`config.mk`:
```
export PLATFORM = sky130hd
export DESIGN_NAME = vfp_special_resolve
export DESIGN_NICKNAME = d
export VERILOG_FILES = /design/src/rtl/vfp_res_pkg.sv /design/src/rtl/vfp_classify.sv /design/src/rtl/vfp_order_pick.sv /design/src/rtl/vfp_lane_resolve.sv /design/src/rtl/vfp_special_resolve.sv
export SDC_FILE = /design/constraint.sdc
export NUM_CORES = 1
export LEC_CHECK = 0
export BUFFER_PORTS_ARGS = -buffer_cell sky130_fd_sc_hd__buf_2
export CAP_MARGIN = 20
export CORE_AREA = 5 5 250 252
export DETAILED_ROUTE_END_ITERATION = 10
export DIE_AREA = 0 0 255 257
export GPL_TIMING_DRIVEN = 0
export PLACE_DENSITY = 0.4
export REMOVE_ABC_BUFFERS = 1
export SLEW_MARGIN = 25
export SYNTH_ARGS = -nofsm -noshare
export SYNTH_HDL_FRONTEND = slang
export SYNTH_SLANG_ARGS = --single-unit
```
`constraint.sdc`:
```
create_clock -name vclk -period 3.9
set_input_delay 0.39 -clock vclk [all_inputs]
set_output_delay 0.39 -clock vclk [all_outputs]
set_load 0.005 [all_outputs]
```
`src/rtl/vfp_res_pkg.sv`:
```
// Package: shared widths, operation codes and class record for the
// vector FP special-case resolver. Assumes IEEE-754 binary32 layout.
package vfp_res_pkg;

    localparam int EXP_W  = 8;
    localparam int FRAC_W = 23;
    localparam int FP_W   = 1 + EXP_W + FRAC_W;
    localparam int QBIT   = FRAC_W - 1;

    typedef enum logic [3:0] {
        OP_ADD   = 4'd0,
        OP_SUB   = 4'd1,
        OP_MADD  = 4'd2,
        OP_NMSUB = 4'd3,
        OP_MAX   = 4'd4,
        OP_MIN   = 4'd5,
        OP_RSQRT = 4'd6,
        OP_RECIP = 4'd7,
        OP_EXP2  = 4'd8,
        OP_LOG2  = 4'd9,
        OP_ROUND = 4'd10
    } vfp_op_e;

    typedef struct packed {
        logic nan;
        logic inf;
        logic zero;
        logic neg;
    } fp_class_t;

    localparam logic [FP_W-1:0] DEFAULT_NAN =
        {1'b0, {EXP_W{1'b1}}, 1'b1, {(FRAC_W-1){1'b0}}};

endpackage

```
`src/rtl/vfp_classify.sv`:
```
// Module: classifies one binary32 word as NaN, infinity, zero and negative,
// and produces its quieted form (quiet bit forced, all else kept).
// Assumes: purely combinational, no denormal special handling needed.
module vfp_classify
    import vfp_res_pkg::*;
(
    input  logic [FP_W-1:0] val,
    output fp_class_t       cls,
    output logic [FP_W-1:0] quiet
);

    logic exp_ones;
    logic exp_zero;
    logic frac_nz;

    // Decode exponent and fraction fields into class bits.
    always_comb begin
        exp_ones  = &val[FP_W-2 -: EXP_W];
        exp_zero  = ~|val[FP_W-2 -: EXP_W];
        frac_nz   = |val[FRAC_W-1:0];
        cls.nan   = exp_ones & frac_nz;
        cls.inf   = exp_ones & ~frac_nz;
        cls.zero  = exp_zero & ~frac_nz;
        cls.neg   = val[FP_W-1];
    end

    // Force the quiet bit while keeping sign and the rest of the payload.
    always_comb begin
        quiet       = val;
        quiet[QBIT] = 1'b1;
    end

endmodule

```
`src/rtl/vfp_order_pick.sv`:
```
// Module: returns the larger or smaller of two non-NaN binary32 values.
// Assumes: callers have filtered NaNs; equal values (incl. +0/-0) give a.
module vfp_order_pick
    import vfp_res_pkg::*;
(
    input  logic [FP_W-1:0] op_a,
    input  logic [FP_W-1:0] op_b,
    input  logic            want_max,
    output logic [FP_W-1:0] pick
);

    logic [FP_W-1:0] key_a;
    logic [FP_W-1:0] key_b;
    logic            both_zero;
    logic            b_above;
    logic            b_below;

    // Map each encoding onto an unsigned key that sorts like the real value.
    always_comb begin
        key_a = op_a[FP_W-1] ? ~op_a : {1'b1, op_a[FP_W-2:0]};
        key_b = op_b[FP_W-1] ? ~op_b : {1'b1, op_b[FP_W-2:0]};
    end

    // Compare keys; signed zeros are treated as equal.
    always_comb begin
        both_zero = ~|op_a[FP_W-2:0] & ~|op_b[FP_W-2:0];
        b_above   = ~both_zero & (key_b > key_a);
        b_below   = ~both_zero & (key_b < key_a);
        if (want_max) pick = b_above ? op_b : op_a;
        else          pick = b_below ? op_b : op_a;
    end

endmodule

```
`src/rtl/vfp_lane_resolve.sv`:
```
// Module: special-case resolver for one lane. Decides override flag and
// value from the operand classes and the operation code.
// Assumes: fused ops compute a*c+b (or its negated subtract form), unary
// ops read operand b only, and arith is the datapath word for this lane.
module vfp_lane_resolve
    import vfp_res_pkg::*;
(
    input  logic [3:0]      op,
    input  logic [FP_W-1:0] a,
    input  logic [FP_W-1:0] b,
    input  logic [FP_W-1:0] c,
    input  logic [FP_W-1:0] arith,
    output logic            en,
    output logic [FP_W-1:0] val
);

    localparam int NSRC = 4;

    logic [FP_W-1:0] srcs   [NSRC];
    fp_class_t       cls    [NSRC];
    logic [FP_W-1:0] quiets [NSRC];
    logic [FP_W-1:0] ordered;
    logic            is_max;
    vfp_op_e         opc;

    // Gather the operands so one classifier per source can be generated.
    always_comb begin
        srcs[0] = a;
        srcs[1] = b;
        srcs[2] = c;
        srcs[3] = arith;
    end

    for (genvar s = 0; s < NSRC; s++) begin : g_cls
        vfp_classify u_cls (
            .val   (srcs[s]),
            .cls   (cls[s]),
            .quiet (quiets[s])
        );
    end

    // Select max or min ordering from the opcode.
    always_comb begin
        opc    = vfp_op_e'(op);
        is_max = (opc == OP_MAX);
    end

    vfp_order_pick u_pick (
        .op_a     (a),
        .op_b     (b),
        .want_max (is_max),
        .pick     (ordered)
    );

    // Per-opcode priority chain: NaN inputs first, then invalid combinations.
    always_comb begin
        en  = 1'b0;
        val = '0;
        case (opc)
            OP_ADD, OP_SUB: begin
                if (cls[0].nan) begin
                    en = 1'b1; val = quiets[0];
                end else if (cls[1].nan) begin
                    en = 1'b1; val = quiets[1];
                end else if (cls[0].inf && cls[1].inf &&
                             ((cls[0].neg != cls[1].neg) == (opc == OP_ADD))) begin
                    en = 1'b1; val = DEFAULT_NAN;
                end
            end
            OP_MADD, OP_NMSUB: begin
                if (cls[0].nan) begin
                    en = 1'b1; val = quiets[0];
                end else if (cls[1].nan) begin
                    en = 1'b1; val = quiets[1];
                end else if (cls[2].nan) begin
                    en = 1'b1; val = quiets[2];
                end else if ((cls[0].inf && cls[2].zero) ||
                             (cls[0].zero && cls[2].inf) || cls[3].nan) begin
                    en = 1'b1; val = DEFAULT_NAN;
                end
            end
            OP_MAX, OP_MIN: begin
                en = 1'b1;
                if (cls[0].nan)      val = quiets[0];
                else if (cls[1].nan) val = quiets[1];
                else                 val = ordered;
            end
            OP_RSQRT: begin
                if (cls[1].nan) begin
                    en = 1'b1; val = quiets[1];
                end else if (cls[1].neg && !cls[1].zero) begin
                    en = 1'b1; val = DEFAULT_NAN;
                end
            end
            OP_RECIP, OP_EXP2, OP_LOG2, OP_ROUND: begin
                if (cls[1].nan) begin
                    en = 1'b1; val = quiets[1];
                end
            end
            default: begin
                en  = 1'b0;
                val = '0;
            end
        endcase
    end

    // Guards on the lane outputs against operands and operation.
    always_comb begin
        a_r12_idle_zero: assert (en || (val == '0))
            else $error("lane override value not zero while idle");
        if (op > 4'd10) begin
            a_r11_unknown_idle: assert (!en)
                else $error("override raised for unused opcode");
        end
        if ((opc == OP_MAX || opc == OP_MIN) && !cls[0].nan && !cls[1].nan) begin
            a_r9_minmax_member: assert (en && (val == a || val == b))
                else $error("min/max result is neither operand");
        end
        if (en && (&val[FP_W-2 -: EXP_W]) && (|val[FRAC_W-1:0])) begin
            a_r2_quiet_out: assert (val[QBIT])
                else $error("signalling NaN on override output");
        end
        if (opc == OP_RSQRT && en && !cls[1].nan) begin
            a_r7_rsqrt_dnan: assert (val == DEFAULT_NAN)
                else $error("rsqrt override is not the default NaN");
        end
        if (opc == OP_ADD && cls[0].inf && cls[1].inf && (a[FP_W-1] != b[FP_W-1])) begin
            a_r3_add_inf_clash: assert (en && val == DEFAULT_NAN)
                else $error("add of opposite infinities not replaced");
        end
    end

endmodule

```
`src/rtl/vfp_special_resolve.sv`:
```
// Module: top of the vector FP special-case resolver; one lane resolver
// per vector lane, all driven by the same operation code.
// Assumes: lane k occupies bits [FP_W*k +: FP_W] of every vector port.
module vfp_special_resolve
    import vfp_res_pkg::*;
#(
    parameter int LANES = 4,
    localparam int VEC_W = LANES * FP_W
) (
    input  logic [3:0]       op_sel,
    input  logic [VEC_W-1:0] src_a,
    input  logic [VEC_W-1:0] src_b,
    input  logic [VEC_W-1:0] src_c,
    input  logic [VEC_W-1:0] arith_res,
    output logic [LANES-1:0] ovr_en,
    output logic [VEC_W-1:0] ovr_val
);

    for (genvar k = 0; k < LANES; k++) begin : g_lane
        vfp_lane_resolve u_lane (
            .op    (op_sel),
            .a     (src_a[FP_W*k +: FP_W]),
            .b     (src_b[FP_W*k +: FP_W]),
            .c     (src_c[FP_W*k +: FP_W]),
            .arith (arith_res[FP_W*k +: FP_W]),
            .en    (ovr_en[k]),
            .val   (ovr_val[FP_W*k +: FP_W])
        );
    end

endmodule

```
==> results.toml <==
[sta]
finalHoldViolCount = 0
timing_worst_slew_pin_value_ns = 0.9579
period_share = 0.9783
finalSetupTns_ns = 0
rsz_0062_raised_after_global_routing = "true"
max_freq_ghz = 0.2621
timing.hold.ws_ns = 1.104
maxSlewViolCount = 0
finalSetupViolations = 0
slew_headroom = 0.3565
post-route-min-period_ns = 3.815

[pwr]
cellInternalPower_mw = 0.8643
netSwitchingFraction = 0.5616
pwr-share-clk = 0
switching_power_mw = 1.107
seqPwrFrac = 0
power_density_nw_per_um2 = 122.5
leakage_component_of_the_power_nw = 6.930
power.combinational.fraction = 1.000
vdd_ir_drop_max_mv = 0.06765

[floorplanning]
die_height_um = 257
boundaryPins = 648
design.die.area_um2 = 65540
floorplan.initialDensity = 0.1817
die_width_um = 255
std_cell_rows = 90
core_region_area_um2 = 59910

[global_route]
grt.overflow.total = 0
number_of_antenna_violations_at_the_first_check_in_global_routing = 8
grt_usage = 0.1881
grt_max_degree = 37
grt_first_pass_wirelength_um = 97920
grt_pass1_vias = 15950

[cells_and_area]
most_common_library_cell_in_the_layout_ignoring_fill_and_taps = "sky130_fd_sc_hd__buf_2"
finish.utilization = 0.2687
seq_area_um2 = 0
design_area_um2 = 16090
finalNetCount = 2801
layout-drive-gt1-share = 0.3698
area_delta_synth_final_pct = 47.87
num-clock-buffers = 0
final_cell_count_no_fill = 2943
layout.cells.most_common_list = "sky130_fd_sc_hd__buf_2 (637), sky130_fd_sc_hd__nand2_1 (147), sky130_fd_sc_hd__ha_1 (128), sky130_fd_sc_hd__xnor2_1 (124), sky130_fd_sc_hd__xor2_1 (123)"
seq_cell_count = 0

[synth]
syn-instance-count = 1543
synthesis.area_per_instance_um2 = 7.054
synthDominantAreaCellType = "sky130_fd_sc_hd__ha_1"
fraction_of_post_synthesis_cell_area_in_the_top_cell_type_by_area = 0.1471
synth.yosys.warnings = 0
number_of_different_library_cells_in_the_post_synthesis_netlist = 73
mappedNetlistArea_um2 = 10880
synth_top_cells_by_area = "sky130_fd_sc_hd__ha_1 (15%), sky130_fd_sc_hd__xnor2_1 (10%), sky130_fd_sc_hd__xor2_1 (10%)"
synth.yosys.seq_area_share = 0

[place]
place_inst = 2894
finalWeightedCongestion = 0.8959
place.port_buffers = 644
postPlaceCellArea_um2 = 15120
detailedPlacementHpwl_um = 56080

[detailed_routing]
met3_length_um = 5037
drt-met1-wl_um = 29670
drtPass1Iterations = 6
drc_violation_count_after_routing = 0
antenna_left = 0
avgRoutedWirePerCell_um = 23.65
via_count = 15890
route.met2.wl_um = 33480
route.final.wire_length_um = 69600
post_drt_via_cell_ratio = 5.399
first_iter_violations = 1238
dr.max_layer_used = "met5"

[worst_setup_path]
critPathRequiredTime_ns = 3.51
nature_of_the_critical_path_endpoint = "output port"
slowest_stage = "sky130_fd_sc_hd__a221o_1"
crit_startpoint = "src_b[127]"
arrival_time_worst_endpoint_ns = 3.43
setup.worst_path.start_class = "primary input"
critical_path_class = "primary input to output port"
worstPathCellList = "buf_16 -> xor2_1 -> ha_1 -> nand4_1 -> or3_4 -> a211o_1 -> a31o_2 -> a311oi_4 -> o32ai_4 -> buf_4 -> a221o_1 -> buf_2"
cp_num_cells = 12
cpLargestDelayFamily = "compound AO/OA/AOI/OAI gates"
max_stage_delay_ns = 0.43
critical_path.max_fanout = 9
timing.critical_path.buf_inv = 3
critPathCapture = "ovr_val[103]"

[worst_hold_path]
path_type_of_the_worst_min_delay_path = "primary input to output port"

[cts]
cts-hold-fix-buffers = 0

[status]
status = "completed"

[job]
maxCapViolations = 0
## cell usage after synthesis, drive strengths merged, types with 11 or more instances
library cell and instances:
nor3 33, a221oi 33, o211ai 26, nand3 29, and3 19, a222oi 11
nand4 77, nor4 117, a221o 70, o221ai 26, xnor2 126, nor2 79
o2bb2ai 21, xor2 126, clkbuf 75, ha 128, o21ai 63, o31ai 11
a21oi 114, buf 22, or2 11, nand2 149, a22oi 37, inv 15
## routing by layer
layer,vias up,GRT usage
met3,74,0.02595
met1,7661,0.2481
met2,750,0.3300
li1,7401,-
met4,4,0.03220
met5,-,0
## area by class of cell
cell class	instances	area, um^2
fill	6710	43810
multi-input combinational	1435	10920
tap	782	978.4
antenna	6	15.01
inverter	15	56.30
timing repair buffer	705	4124
## cells by family (layout without fill, tap and decap cells)
family | after synthesis | in the layout | synth area share
other | 0 | 6 | 0
adder cells (fa/ha/maj) | 128 | 128 | 0.1471
multiplexers | 9 | 9 | 0.009081
AO/OA/AOI/OAI | 488 | 491 | 0.3334
XOR/XNOR | 252 | 252 | 0.2028
AND/OR/NAND/NOR | 554 | 555 | 0.2665
buffers and inverters | 112 | 720 | 0.04115
## power groups by stage
stage                     registers (mW)  clock network, mW  logic (mW)
after floorplan                        0                  0       0.880
after global placement                 0                  0        1.74
after detailed placement               0                  0        1.78
after CTS                              0                  0        1.89
after global routing                   0       0.0000000343        2.17
final                                  0        0.000000207        1.97
## through the flow
step,power [mW],setup WS [ns]
detailed placement,1.784,-1.332
finish,1.972,0.08460
global route,2.168,-0.01120
CTS,1.892,0.0001545
global placement,1.743,-3.883
floorplan,0.8800,-0.3374
## worst min-delay path by stage
stage / from / end / slack, ns / cells after the start
final: src_c[113] / ovr_val[113] / 1.10 / 4
after global routing: src_c[113] / ovr_val[113] / 1.13 / 4
after CTS: src_c[113] / ovr_val[113] / 1.10 / 4
after detailed placement: src_c[113] / ovr_val[113] / 1.10 / 4
after global placement: src_c[113] / ovr_val[113] / 1.09 / 4
after floorplan: src_a[100] / ovr_val[100] / 0.86 / 2
## repair_timing
action,in CTS,in global routing
pin swaps,10,24
endpoints found under the setup margin,128,102
hold endpoints to repair,0,0
buffers inserted,16,15
gates cloned,2,10
gates resized for setup,69,37
## worst min-delay path: cells and delay by family
kind	cells	cell delay [ns]
and+or+nand+nor	1	0.05
buffers and inverters	2	0.21
AOI/OAI and AO/OA	1	0.06
No activity file was read; power rests on OpenSTA's default activity.
